`src/rtl/irq_agg_pkg.sv`:
```
package irq_agg_pkg;

  localparam logic [3:0] MASK_BLOCK_ALL = 4'hF;

  // enable requirement of a source index
  function automatic int unsigned req_of(input int unsigned idx, input int unsigned span);
    return 1 + (idx % span);
  endfunction

  // vector value of a source index
  function automatic int unsigned vec_of(input int unsigned idx, input int unsigned base,
                                         input int unsigned step);
    return base + idx * step;
  endfunction

  // saturating enable count update
  function automatic int unsigned sat_step(input int unsigned cnt, input int unsigned req,
                                           input logic inc, input logic dec);
    if (inc && !dec) return (cnt >= req) ? req : cnt + 1;
    if (dec && !inc) return (cnt == 0) ? 0 : cnt - 1;
    return cnt;
  endfunction

endpackage

```
`src/rtl/irq_src_slot.sv`:
```
module irq_src_slot
  import irq_agg_pkg::*;
#(
  parameter int unsigned REQ   = 1,
  parameter int unsigned CNT_W = 2
) (
  input  logic clk,
  input  logic rst_n,
  input  logic level_i,
  input  logic inc_i,
  input  logic dec_i,
  output logic pend_o,
  output logic rise_o,
  output logic fall_o
);

  localparam logic [CNT_W-1:0] REQ_V = CNT_W'(REQ);

  logic [CNT_W-1:0] cnt_q, cnt_next;
  logic             asrt_q;
  logic             pend_q, pend_next;

  always_comb begin
    cnt_next  = CNT_W'(sat_step(32'(cnt_q), REQ, inc_i, dec_i));
    pend_next = level_i && (cnt_next == REQ_V);
  end

  assign rise_o = pend_next && !pend_q;
  assign fall_o = !pend_next && pend_q;
  assign pend_o = pend_q;

  always_ff @(posedge clk) begin
    if (!rst_n) begin
      cnt_q  <= '0;
      asrt_q <= 1'b0;
      pend_q <= 1'b0;
    end else begin
      cnt_q  <= cnt_next;
      asrt_q <= level_i;
      pend_q <= pend_next;
    end
  end


  pend_needs_both_chk: assert property (@(posedge clk) disable iff (!rst_n)
    pend_q |-> (asrt_q && cnt_q == REQ_V));


  cnt_top_sat_chk: assert property (@(posedge clk) disable iff (!rst_n)
    (cnt_q == REQ_V && inc_i && !dec_i) |=> (cnt_q == REQ_V));


  cnt_floor_sat_chk: assert property (@(posedge clk) disable iff (!rst_n)
    (cnt_q == '0 && dec_i && !inc_i) |=> (cnt_q == '0));


  cnt_cancel_chk: assert property (@(posedge clk) disable iff (!rst_n)
    (inc_i && dec_i) |=> $stable(cnt_q));

endmodule

```
`src/rtl/irq_pend_tally.sv`:
```
module irq_pend_tally #(
  parameter int unsigned NUM_SRC = 8
) (
  input  logic               clk,
  input  logic               rst_n,
  input  logic [NUM_SRC-1:0] rise_i,
  input  logic [NUM_SRC-1:0] fall_i,
  output logic               irq_o
);

  localparam int unsigned TW = $clog2(NUM_SRC + 1);

  logic [TW-1:0] tally_q, tally_next;
  logic          irq_q;
  int unsigned   ups, downs;

  always_comb begin
    ups   = 0;
    downs = 0;
    for (int i = 0; i < NUM_SRC; i++) begin
      ups   = ups + 32'(rise_i[i]);
      downs = downs + 32'(fall_i[i]);
    end
    tally_next = TW'(32'(tally_q) + ups - downs);
  end

  always_ff @(posedge clk) begin
    if (!rst_n) begin
      tally_q <= '0;
      irq_q   <= 1'b0;
    end else begin
      tally_q <= tally_next;
      irq_q   <= (tally_next != '0);
    end
  end

  assign irq_o = irq_q;


  no_overflow_chk: assert property (@(posedge clk) disable iff (!rst_n)
    32'(tally_q) <= NUM_SRC);


  irq_tally_chk: assert property (@(posedge clk) disable iff (!rst_n)
    irq_q == (tally_q != '0));

endmodule

```
`src/rtl/irq_vec_pick.sv`:
```
module irq_vec_pick
  import irq_agg_pkg::*;
#(
  parameter int unsigned NUM_SRC  = 8,
  parameter int unsigned VEC_W    = 12,
  parameter int unsigned VEC_BASE = 32'h400,
  parameter int unsigned VEC_STEP = 32'h20
) (
  input  logic               clk,
  input  logic               rst_n,
  input  logic [NUM_SRC-1:0] pend_i,
  input  logic [3:0]         imask_i,
  output logic [NUM_SRC-1:0] grant_o,
  output logic [VEC_W-1:0]   vec_o,
  output logic               valid_o
);

  logic [VEC_W-1:0] vec_tab [NUM_SRC];

  for (genvar g = 0; g < NUM_SRC; g++) begin : g_tab
    assign vec_tab[g] = VEC_W'(vec_of(g, VEC_BASE, VEC_STEP));
  end

  logic blocked;
  assign blocked = (imask_i == MASK_BLOCK_ALL);

  always_comb begin
    grant_o = '0;
    vec_o   = '0;
    for (int i = NUM_SRC - 1; i >= 0; i--) begin
      if (pend_i[i] && !blocked) begin
        grant_o    = '0;
        grant_o[i] = 1'b1;
        vec_o      = vec_tab[i];
      end
    end
    valid_o = |grant_o;
  end


  grant_onehot_chk: assert property (@(posedge clk) disable iff (!rst_n)
    $onehot0(grant_o));


  grant_lowest_chk: assert property (@(posedge clk) disable iff (!rst_n)
    valid_o |-> ((((grant_o - 1'b1) & pend_i) == '0) && ((grant_o & pend_i) != '0)));


  mask_block_chk: assert property (@(posedge clk) disable iff (!rst_n)
    blocked |-> (!valid_o && vec_o == '0));


  idle_invalid_chk: assert property (@(posedge clk) disable iff (!rst_n)
    (pend_i == '0) |-> (!valid_o && vec_o == '0));

endmodule

```
`src/rtl/irq_pend_agg.sv`:
```
module irq_pend_agg
  import irq_agg_pkg::*;
#(
  parameter int unsigned NUM_SRC  = 8,
  parameter int unsigned VEC_W    = 12,
  parameter int unsigned REQ_SPAN = 3,
  parameter int unsigned VEC_BASE = 32'h400,
  parameter int unsigned VEC_STEP = 32'h20
) (
  input  logic               clk,
  input  logic               rst_n,
  input  logic [NUM_SRC-1:0] level_i,
  input  logic [NUM_SRC-1:0] en_inc_i,
  input  logic [NUM_SRC-1:0] en_dec_i,
  input  logic [3:0]         imask_i,
  output logic               irq_o,
  output logic [VEC_W-1:0]   vec_o,
  output logic               vec_valid_o
);

  localparam int unsigned CNT_W = $clog2(REQ_SPAN + 1);

  logic [NUM_SRC-1:0] pend_w, rise_w, fall_w, grant_w;

  for (genvar g = 0; g < NUM_SRC; g++) begin : g_slot
    localparam int unsigned REQ_G = req_of(g, REQ_SPAN);
    irq_src_slot #(.REQ(REQ_G), .CNT_W(CNT_W)) slot_i (
      .clk    (clk),
      .rst_n  (rst_n),
      .level_i(level_i[g]),
      .inc_i  (en_inc_i[g]),
      .dec_i  (en_dec_i[g]),
      .pend_o (pend_w[g]),
      .rise_o (rise_w[g]),
      .fall_o (fall_w[g])
    );
  end

  irq_pend_tally #(.NUM_SRC(NUM_SRC)) tally_i (
    .clk   (clk),
    .rst_n (rst_n),
    .rise_i(rise_w),
    .fall_i(fall_w),
    .irq_o (irq_o)
  );

  irq_vec_pick #(
    .NUM_SRC(NUM_SRC), .VEC_W(VEC_W), .VEC_BASE(VEC_BASE), .VEC_STEP(VEC_STEP)
  ) pick_i (
    .clk    (clk),
    .rst_n  (rst_n),
    .pend_i (pend_w),
    .imask_i(imask_i),
    .grant_o(grant_w),
    .vec_o  (vec_o),
    .valid_o(vec_valid_o)
  );


  irq_matches_pend_chk: assert property (@(posedge clk) disable iff (!rst_n)
    irq_o == (pend_w != '0));


  reset_quiet_chk: assert property (@(posedge clk)
    !rst_n |=> (!irq_o && !vec_valid_o));

endmodule

```
`config.mk`:
```
export PLATFORM = sky130hd
export DESIGN_NAME = irq_pend_agg
export DESIGN_NICKNAME = d
export VERILOG_FILES = /design/src/rtl/irq_agg_pkg.sv /design/src/rtl/irq_src_slot.sv /design/src/rtl/irq_pend_tally.sv /design/src/rtl/irq_vec_pick.sv /design/src/rtl/irq_pend_agg.sv
export SDC_FILE = /design/constraint.sdc
export NUM_CORES = 1
export LEC_CHECK = 0
export ABC_AREA = 1
export BUFFER_PORTS_ARGS = -buffer_cell sky130_fd_sc_hd__buf_2
export CAP_MARGIN = 40
export CORE_MARGIN = 2
export CORE_UTILIZATION = 35
export DETAILED_ROUTE_END_ITERATION = 8
export SLEW_MARGIN = 20
export SYNTH_ARGS = -nofsm -noshare
export SYNTH_HDL_FRONTEND = slang
export SYNTH_SLANG_ARGS = --single-unit
```
`constraint.sdc`:
```
create_clock -name clk -period 6.2 [get_ports clk]
set_input_delay 0.31 -clock clk [delete_from_list [all_inputs] [get_ports clk]]
set_output_delay 0.31 -clock clk [all_outputs]
set_load 0.05 [all_outputs]
```
==> results.json, run 1 <==
{
  "status": "completed",
  "die-area_mm2": 0.006668,
  "yosys_warnings": 0,
  "grt_max_degree": 22,
  "yosysMostFrequentCell": "inv_1",
  "dominantRegCellSynth": "dfxtp_1",
  "end_kind": "register",
  "clk_pin_slew_ps": 70,
  "synth_cells": 296,
  "final_hold_viol_count": 0,
  "crit_path_start_kind": "register",
  "antenna_found_initial": 0,
  "clockPowerShare": 0.245,
  "yosysTopAreaCellShare": 0.2750,
  "hold_end": "g_slot[6].slot_i.pend_o",
  "fin_tns_setup_ps": 0,
  "min-delay-start": "level_i[6]",
  "crit_buf_inv": 4,
  "synth_top_family_by_area": "simple AND/OR/NAND/NOR gates",
  "finalInstanceArea_mm2": 0.002422,
  "routed_via_density": 4.295,
  "synth_top_cells_by_count": "inv_1 (59), nand2_1 (56), nor2_1 (48), dfxtp_1 (29), ha_1 (17)",
  "synth-simple-area-share": 0.2537,
  "fmax_mhz": 186.9,
  "p_int_mw": 0.3842,
  "grt_overflow": 0,
  "min_period_over_period": 0.8630,
  "clk_latency_ps": 280,
  "power_frac_seq": 0.347,
  "syn-cell-area_mm2": 0.002111,
  "regToRegEndpoint": "tally_i.irq_o",
  "fin_nets": 393,
  "rows": 28,
  "netSwitchingPower_mw": 0.2474,
  "htree_levels": 2,
  "layout-drive-gt1-share": 0.1552,
  "synth-xor-area-share": 0.01245,
  "synth_fa_ha_area_frac": 0.2146,
  "slew_violations": 0,
  "r2r.worst_path.cells": 24,
  "leakagePower_nw": 1.275,
  "area_growth_pct": 14.76,
  "ys_types": 33,
  "drv_cap": 0,
  "rsz0062_at_grt": "false",
  "worst_slew_pin_slew_ps": 671.9,
  "cts-root-buf": "clkbuf_8",
  "routabilityCongestion": 0.8397,
  "r2r-start": "g_slot[0].slot_i.cnt_q[1]",
  "critPathMaxFanout": 4,
  "period_minus_slack_ps": 5351,
  "drtAntennaViolNets": 0,
  "ys_ff_latch": 29,
  "pwr-share-comb": 0.407,
  "skew_ps": 3.470,
  "final_cells": 410,
  "crit_arrival_ps": 5500,
  "setup_violations": 0,
  "cpMostUsedCell": "fa_1",
  "track_usage": 0.1255,
  "synth.avg_cell_area_um2": 7.131,
  "core_mm2": 0.005886,
  "dp_hpwl_mm": 3.031,
  "yosysSeqAreaShare": 0.2750,
  "postRouteWirelength_mm": 3.694,
  "fp.dieW_um": 81.66,
  "grt_pass1_vias": 1606,
  "fill_cells": 631,
  "wire_per_inst_um": 9.010,
  "drtIter0Drc": 65,
  "synth_compound_area_frac": 0.09840,
  "crit_type": "reg2reg",
  "vias": 1761,
  "drc": 0,
  "slowest_delay_ps": 540,
  "reg2reg_setup_slack_ps": 850,
  "yosysTopAreaCell": "dfxtp_1",
  "cts_tree": "done",
  "ys_async_sr_fraction": 0,
  "clk_path_buf_depth": 2,
  "n_antenna_cell": 0,
  "synth_edf_count": 0,
  "cp_top_family": "adder cells",
  "place_area_mm2": 0.002331,
  "place_inst": 402,
  "cts_setup_buffers": 0,
  "postCtsHoldBufs": 0,
  "start_util": 0.3586,
  "cts-resized-gates": 0,
  "worst_path_max_delay_cell": "fa_1",
  "synth_area_leaders": "dfxtp_1 (28%), fa_1 (11%), inv_1 (10%)",
  "cts_buffers": 5,
  "swShare": 0.3917,
  "ioPinCount": 44,
  "hold_class": "in2reg",
  "dieHeight_um": 81.66,
  "critPathRequiredTime_ps": 6350,
  "cts.sink_count": 29,
  "holdPathStages": 3,
  "relSlewSlack": 0.5516,
  "vdd_drop_max_v": 0.0002073,
  "drt-pass1-iter-count": 5,
  "port_buffers": 35,
  "synthMuxAreaShare": 0,
  "crit_chain": "inv_1 -> ha_1 -> nand3_1 -> nand2_1 -> a21oi_2 -> nand2_2 -> nor2_1 -> nor2_1 -> ha_1 -> inv_1 -> fa_1 -> fa_1 -> fa_1 -> inv_1 -> fa_1 -> inv_1 -> fa_1 -> ha_1 -> fa_1 -> xnor2_1 -> xor2_1 -> nand2_1 -> nand2_1 -> o21ai_0",
  "power_per_cell_area_mw_per_mm2": 260.7,
  "grt_pass1_wl_mm": 6.437
}
how the worst max path moves through the flow:
stage / from / depth (start not counted) / slack (ps) / endpoint
after floorplan: g_slot[0].slot_i.cnt_q[0] / 24 / 1090 / tally_i.irq_o
after global placement: g_slot[0].slot_i.cnt_q[0] / 24 / 920 / tally_i.irq_o
after CTS: g_slot[0].slot_i.cnt_q[1] / 24 / 820 / tally_i.irq_o
final: g_slot[0].slot_i.cnt_q[1] / 24 / 850 / tally_i.irq_o
after detailed placement: g_slot[0].slot_i.cnt_q[1] / 24 / 840 / tally_i.irq_o
after global routing: g_slot[0].slot_i.cnt_q[1] / 24 / 530 / tally_i.irq_o
per-layer routing:
metal | vias up | share of wire | GRT usage
li1 | 971 | - | -
met1 | 756 | 0.49 | 0.1524
met2 | 32 | 0.45 | 0.2115
met3 | 2 | 0.055 | 0.04286
met4 | 0 | 0.0068 | 0.03500
met5 | - | 0 | 0
area by class of cell:
type / instances / area, µm² / area share
Inverter: 61 / 229.0 / 0.09453
Tap cell: 75 / 93.84 / 0.03874
Clock buffer: 5 / 68.82 / 0.02841
Sequential cell: 29 / 580.6 / 0.2397
Timing Repair Buffer: 35 / 175.2 / 0.07231
Clock inverter: 3 / 22.52 / 0.009298
Multi-Input combinational cell: 202 / 1252 / 0.5170
logic make-up (layout without fill, tap and decap cells):
logic type,count (synthesis),in the layout
compound gates,33,33
xor+xnor,3,3
fa+ha+maj,29,29
buf+inv,72,104
flops,29,29
other cells,1,8
simple gates,129,129
power by group through the flow:
| stage | clock [mW] | combinational (mW) | sequential, mW |
|---|---|---|---|
| finish | 0.155 | 0.257 | 0.219 |
| global route | 0.172 | 0.300 | 0.221 |
| CTS | 0.160 | 0.261 | 0.219 |
| detailed placement | 0 | 0.258 | 0.223 |
| global placement | 0 | 0.258 | 0.224 |
| floorplan | 0 | 0.199 | 0.233 |
worst register-to-register path, delay by kind of cell, from the launching register on:
kind	cells	cell delay, ps
compound gates	2	230
xor+xnor	2	390
fa+ha+maj	9	3460
flops	1	390
simple gates	7	540
buf+inv	4	230
sequential cells by signal (all words and copies together) (netlist names):
register	count
g_slot.slot_i.pend_o	8
tally_i.irq_o	1
g_slot.slot_i.cnt_q	16
tally_i.tally_q	4
placed cells by master, fill, tap and decap left out, types with 2 or more instances in the layout:
cell,netlist,final
xor2_1,2,2
a21oi_1,7,7
clkinvlp_4,0,3
inv_1,59,59
nand4_1,2,2
buf_2,3,35
o211ai_1,2,2
nor3_2,2,2
conb_1,1,8
fa_1,12,12
nor2_1,48,48
dfxtp_1,29,29
ha_1,17,17
nor3_1,2,2
inv_2,2,2
o21ai_0,14,14
clkbuf_8,0,5
nand2_1,56,56
a31oi_1,2,2
nand3_1,14,14
through the flow:
stage	total power, mW	setup slack [ps]	util	hold slack, ps
2_1_floorplan	0.4320	1086	-	452.9
3_3_place_gp	0.4813	921.9	0.3960	484.8
3_5_place_dp	0.4809	843.0	0.3960	492.5
4_1_cts	0.6410	817.0	0.4116	291.8
5_1_grt	0.6928	532.3	0.4116	297.6
6_report	0.6315	849.1	0.4116	291.1
(Power assumes the default switching activity.)
==> run 2, diff against run 1 <==
--- a/config.mk
+++ b/config.mk
@@ -11,6 +11,8 @@
 export CORE_MARGIN = 2
 export CORE_UTILIZATION = 35
 export DETAILED_ROUTE_END_ITERATION = 8
+export RECOVER_POWER = 50
+export SKIP_CTS_REPAIR_TIMING = 1
 export SLEW_MARGIN = 20
 export SYNTH_ARGS = -nofsm -noshare
 export SYNTH_HDL_FRONTEND = slang
==> results.json, run 2 (same netlist as run 1, synthesis figures left out) <==
{
  "area_growth_pct": 14.64,
  "critPathMaxFanout": 4,
  "drt-pass1-iter-count": 4,
  "hold_ws_ps": 291.1,
  "crit_path_start_kind": "register",
  "min_period_over_period": 0.8640,
  "min-delay-start": "level_i[6]",
  "period_minus_slack_ps": 5357,
  "drtAntennaViolNets": 0,
  "hold_class": "in2reg",
  "fill_cells": 632,
  "cts_tree": "done",
  "ioPinCount": 44,
  "regMostFlops": "g_slot.slot_i.cnt_q",
  "htree_levels": 2,
  "final_cell_mix": "inv_1 (59), nand2_1 (56), nor2_1 (48)",
  "fin_nets": 393,
  "drv_cap": 0,
  "clk_path_buf_depth": 2,
  "cts-root-buf": "clkbuf_8",
  "postRouteWirelength_mm": 3.693,
  "vias": 1759,
  "end_kind": "register",
  "crit_arrival_ps": 5510,
  "n_antenna_cell": 0,
  "regToRegEndpoint": "tally_i.irq_o",
  "die-area_mm2": 0.006668,
  "track_usage": 0.1255,
  "relSlewSlack": 0.5531,
  "wire_per_inst_um": 9.007,
  "r2r.worst_path.cells": 24,
  "holdPathStages": 3,
  "seqCellArea_um2": 580.6,
  "status": "completed",
  "final_hold_viol_count": 0,
  "vdd_drop_max_v": 0.0002038,
  "skew_ps": 3.400,
  "r2r-start": "g_slot[0].slot_i.cnt_q[1]",
  "multiInputGateArea_mm2": 0.001252,
  "start_util": 0.3586,
  "clk_latency_ps": 280,
  "dp_hpwl_mm": 3.031,
  "cts_buffers": 5,
  "grt_max_degree": 22,
  "routed_via_density": 4.290,
  "clk_pin_slew_ps": 70,
  "grt_pass1_wl_mm": 6.437,
  "cts.sink_count": 29,
  "routabilityCongestion": 0.8397,
  "power_per_cell_area_mw_per_mm2": 260.5,
  "crit_type": "reg2reg",
  "rows": 28,
  "reg2reg_setup_slack_ps": 840,
  "fp.dieW_um": 81.66,
  "fin_util": 0.4111,
  "leakagePower_nw": 1.270,
  "hold_end": "g_slot[6].slot_i.pend_o",
  "slew_violations": 0,
  "fmax_mhz": 186.7,
  "drtIter0Drc": 65,
  "layout_commonest_cell": "inv_1",
  "grt_pass1_vias": 1606,
  "grt_overflow": 0,
  "largest_reg_flops": 16,
  "rsz0062_at_grt": "false",
  "setup_violations": 0,
  "drc": 0,
  "worst_slew_pin_slew_ps": 669.7,
  "layout-drive-gt1-share": 0.1493,
  "dieHeight_um": 81.66,
  "antenna_found_initial": 0,
  "critPathRequiredTime_ps": 6350,
  "core_mm2": 0.005886,
  "fin_tns_setup_ps": 0,
  "port_buffers": 35
}
-- run 2: cell types whose count changed in the layout (fill, tap and decap cells not counted), sizes merged --
cell    previous run  this run
clkbuf             5         7
buf               35        33
-- run 2: metal layers --
metal | GRT usage | wire, µm | part of all wire
met4 | 0.03500 | 25 | 0.0068
met3 | 0.04286 | 187 | 0.051
met5 | 0 | 0 | 0
met1 | 0.1524 | 1821 | 0.49
met2 | 0.2115 | 1659 | 0.45
-- run 2: cell type report --
class,instances,share of cell area
clock inverters,3,0.009307
inverters,61,0.09462
repair buffers,35,0.07135
flip-flops and latches,29,0.2399
well taps,75,0.03878
multi-input cells,202,0.5176
clock buffers,5,0.02844
-- run 2: worst max-delay path by stage --
stage | slack [ps] | cells after the start | start | end
2_1_floorplan | 1090 | 24 | g_slot[0].slot_i.cnt_q[0] | tally_i.irq_o
3_3_place_gp | 920 | 24 | g_slot[0].slot_i.cnt_q[0] | tally_i.irq_o
3_5_place_dp | 840 | 24 | g_slot[0].slot_i.cnt_q[1] | tally_i.irq_o
4_1_cts | 820 | 24 | g_slot[0].slot_i.cnt_q[1] | tally_i.irq_o
5_1_grt | 530 | 24 | g_slot[0].slot_i.cnt_q[1] | tally_i.irq_o
6_report | 840 | 24 | g_slot[0].slot_i.cnt_q[1] | tally_i.irq_o
-- run 2: power breakdown --
part,leakage [nW],internal [mW],switching (mW)
Clock,0.0364,0.0785,0.0766
Sequential,0.238,0.209,0.0103
Combinational,0.996,0.0954,0.161
Total,1.27,0.383,0.247
-- run 2: per-stage QoR --
step | power, mW | cells | instance area [µm²] | setup slack [ps]
CTS | 0.6410 | 410 | 2422 | 817.0
global placement | 0.4813 | 402 | 2331 | 921.9
global route | 0.6918 | 410 | 2420 | 525.9
floorplan | 0.4320 | 303 | 2137 | 1086
detailed placement | 0.4809 | 402 | 2331 | 843.0
finish | 0.6304 | 410 | 2420 | 843.3
-- run 2: critical path, cell delays in order (launching register included) --
cell,delay (ps)
dfxtp_1,390
inv_1,60
ha_1,270
nand3_1,80
nand2_1,60
a21oi_2,140
nand2_2,90
nor2_1,120
nor2_1,50
ha_1,260
inv_1,50
fa_1,520
fa_1,440
fa_1,540
inv_1,50
fa_1,400
inv_1,70
fa_1,420
ha_1,220
fa_1,380
xnor2_1,190
xor2_1,200
nand2_1,70
nand2_1,70
o21ai_0,90
==> run 3, diff against run 2 <==
--- a/config.mk
+++ b/config.mk
@@ -8,12 +8,12 @@
 export ABC_AREA = 1
 export BUFFER_PORTS_ARGS = -buffer_cell sky130_fd_sc_hd__buf_2
 export CAP_MARGIN = 40
-export CORE_MARGIN = 2
+export CORE_MARGIN = 5
 export CORE_UTILIZATION = 35
 export DETAILED_ROUTE_END_ITERATION = 8
 export RECOVER_POWER = 50
 export SKIP_CTS_REPAIR_TIMING = 1
-export SLEW_MARGIN = 20
+export SLEW_MARGIN = 10
 export SYNTH_ARGS = -nofsm -noshare
 export SYNTH_HDL_FRONTEND = slang
 export SYNTH_SLANG_ARGS = --single-unit
==> results.json, run 3 (same netlist as run 1, synthesis figures left out) <==
{
  "final_cell_mix": "inv_1 (59), nand2_1 (56), nor2_1 (48)",
  "cp-endpoint": "tally_i.irq_o",
  "fp.dieW_um": 87.66,
  "core_mm2": 0.005886,
  "period_minus_slack_ps": 5330,
  "track_usage": 0.1100,
  "grt_pass1_vias": 1695,
  "finalInstanceArea_mm2": 0.002430,
  "hold_class": "in2reg",
  "regMostFlops": "g_slot.slot_i.cnt_q",
  "fill_cells": 621,
  "wl_met1_mm": 1.786,
  "slew_violations": 0,
  "htree_levels": 2,
  "die-area_mm2": 0.007684,
  "worst_slack_ps": 870.5,
  "regToRegEndpoint": "tally_i.irq_o",
  "cpMostUsedCell": "fa_1",
  "drtAntennaViolNets": 0,
  "start_util": 0.3586,
  "grt_pass1_wl_mm": 6.741,
  "dp_slack_ps": 846.9,
  "layout_commonest_cell": "inv_1",
  "postRouteWirelength_mm": 3.837,
  "dr_wl_met2_mm": 1.740,
  "leakagePower_nw": 1.288,
  "crit_path_start_kind": "register",
  "status": "completed",
  "grt_max_degree": 22,
  "vias": 1777,
  "dp_hpwl_mm": 3.179,
  "power_per_cell_area_mw_per_mm2": 264.8,
  "clk_pin_slew_ps": 60,
  "r2r.worst_path.cells": 24,
  "routed.top_layer": "met4",
  "routabilityCongestion": 0.7927,
  "crit_arrival_ps": 5480,
  "routed_via_density": 4.334,
  "crit_chain": "inv_1 -> ha_1 -> nand3_1 -> nand2_1 -> a21oi_2 -> nand2_2 -> nor2_1 -> nor2_1 -> ha_1 -> inv_1 -> fa_1 -> fa_1 -> fa_1 -> inv_1 -> fa_1 -> inv_1 -> fa_1 -> ha_1 -> fa_1 -> xnor2_1 -> xor2_1 -> nand2_1 -> nand2_1 -> o21ai_0",
  "cts.sink_count": 29,
  "drv_cap": 0,
  "dieHeight_um": 87.66,
  "drtIter0Drc": 34,
  "fin_tns_setup_ps": 0,
  "worst_slew_pin_slew_ps": 701.3,
  "port_buffers": 35,
  "area_growth_pct": 15.12,
  "vdd_drop_max_v": 0.0001789,
  "slowest_delay_ps": 540,
  "layout-drive-gt1-share": 0.1493,
  "wl_met3_um": 249,
  "reg2reg_setup_slack_ps": 870,
  "worst_path_max_delay_cell": "fa_1",
  "antenna_found_initial": 0,
  "relSlewSlack": 0.5319,
  "critPathRequiredTime_ps": 6350,
  "grt_overflow": 0,
  "drc": 0,
  "rows": 28,
  "wire_per_inst_um": 9.359,
  "crit_type": "reg2reg",
  "fin_util": 0.4128,
  "clk_path_buf_depth": 2,
  "rsz0062_at_grt": "false",
  "place_area_mm2": 0.002331,
  "critPathMaxFanout": 4,
  "cts_buffers": 5,
  "cts_tree": "done",
  "r2r-start": "g_slot[0].slot_i.cnt_q[1]",
  "final_hold_viol_count": 0,
  "cts-root-buf": "clkbuf_8",
  "clk_latency_ps": 270,
  "startpoint": "g_slot[0].slot_i.cnt_q[1]",
  "end_kind": "register",
  "ioPinCount": 44,
  "fmax_mhz": 187.6,
  "power_mw": 0.6433,
  "fin_nets": 393,
  "setup_violations": 0,
  "largest_reg_flops": 16,
  "min_period_over_period": 0.8596,
  "drt-pass1-iter-count": 4,
  "skew_ps": 4.706,
  "n_antenna_cell": 0
}
-- run 3: cell count changes in the layout (fill, tap and decap cells not counted) --
cell	delta
clkinv_2	+1
clkinvlp_4	-3
clkbuf_8	+2
-- run 3: stage by stage --
step                      cells  hold WS, ps
after floorplan             303        452.9
after global placement      402        482.9
after detailed placement    402        491.8
after CTS                   410        283.9
after global routing        410        323.9
final                       410        297.9
-- run 3: final cells by class --
| cell class | instances | area, µm² | area share |
|---|---|---|---|
| repair buffers | 35 | 172.7 | 0.07106 |
| multi-input cells | 202 | 1252 | 0.5154 |
| inverters | 61 | 229.0 | 0.09423 |
| well taps | 75 | 93.84 | 0.03862 |
| clock buffers | 7 | 96.34 | 0.03965 |
| flip-flops and latches | 29 | 580.6 | 0.2389 |
| clock inverters | 1 | 5.005 | 0.002060 |
-- run 3: worst max-delay path: cells and delay by family (launching register included) --
| kind | cells | cell delay [ps] |
|---|---|---|
| AO/OA/AOI/OAI | 2 | 210 |
| buffers and inverters | 4 | 230 |
| adder cells (fa/ha/maj) | 9 | 3450 |
| AND/OR/NAND/NOR | 7 | 530 |
| XOR/XNOR | 2 | 390 |
| flip-flops | 1 | 390 |
-- run 3: routing by layer --
| metal | vias up | GRT usage |
|---|---|---|
| li1 | 971 | - |
| met4 | 0 | 0.04881 |
| met1 | 767 | 0.1308 |
| met2 | 32 | 0.1877 |
| met3 | 7 | 0.02634 |
| met5 | - | 0 |
-- run 3: how the worst min path moves through the flow --
| stage | start | endpoint | slack (ps) | cells past startpoint |
|---|---|---|---|---|
| finish | level_i[4] | g_slot[4].slot_i.pend_o | 300 | 3 |
| CTS | level_i[4] | g_slot[4].slot_i.pend_o | 280 | 3 |
| global placement | g_slot[5].slot_i.cnt_q[1] | g_slot[5].slot_i.cnt_q[0] | 480 | 2 |
| detailed placement | g_slot[5].slot_i.cnt_q[1] | g_slot[5].slot_i.cnt_q[0] | 490 | 2 |
| floorplan | level_i[6] | g_slot[6].slot_i.pend_o | 450 | 2 |
| global route | level_i[0] | g_slot[0].slot_i.pend_o | 320 | 3 |
-- run 3: power by group --
part	leakage (nW)	internal (mW)	total, mW	switching, mW
clock network	0.0542	0.100	0.169	0.0687
logic	0.996	0.0952	0.255	0.160
registers	0.238	0.209	0.219	0.0100
total	1.29	0.404	0.643	0.239
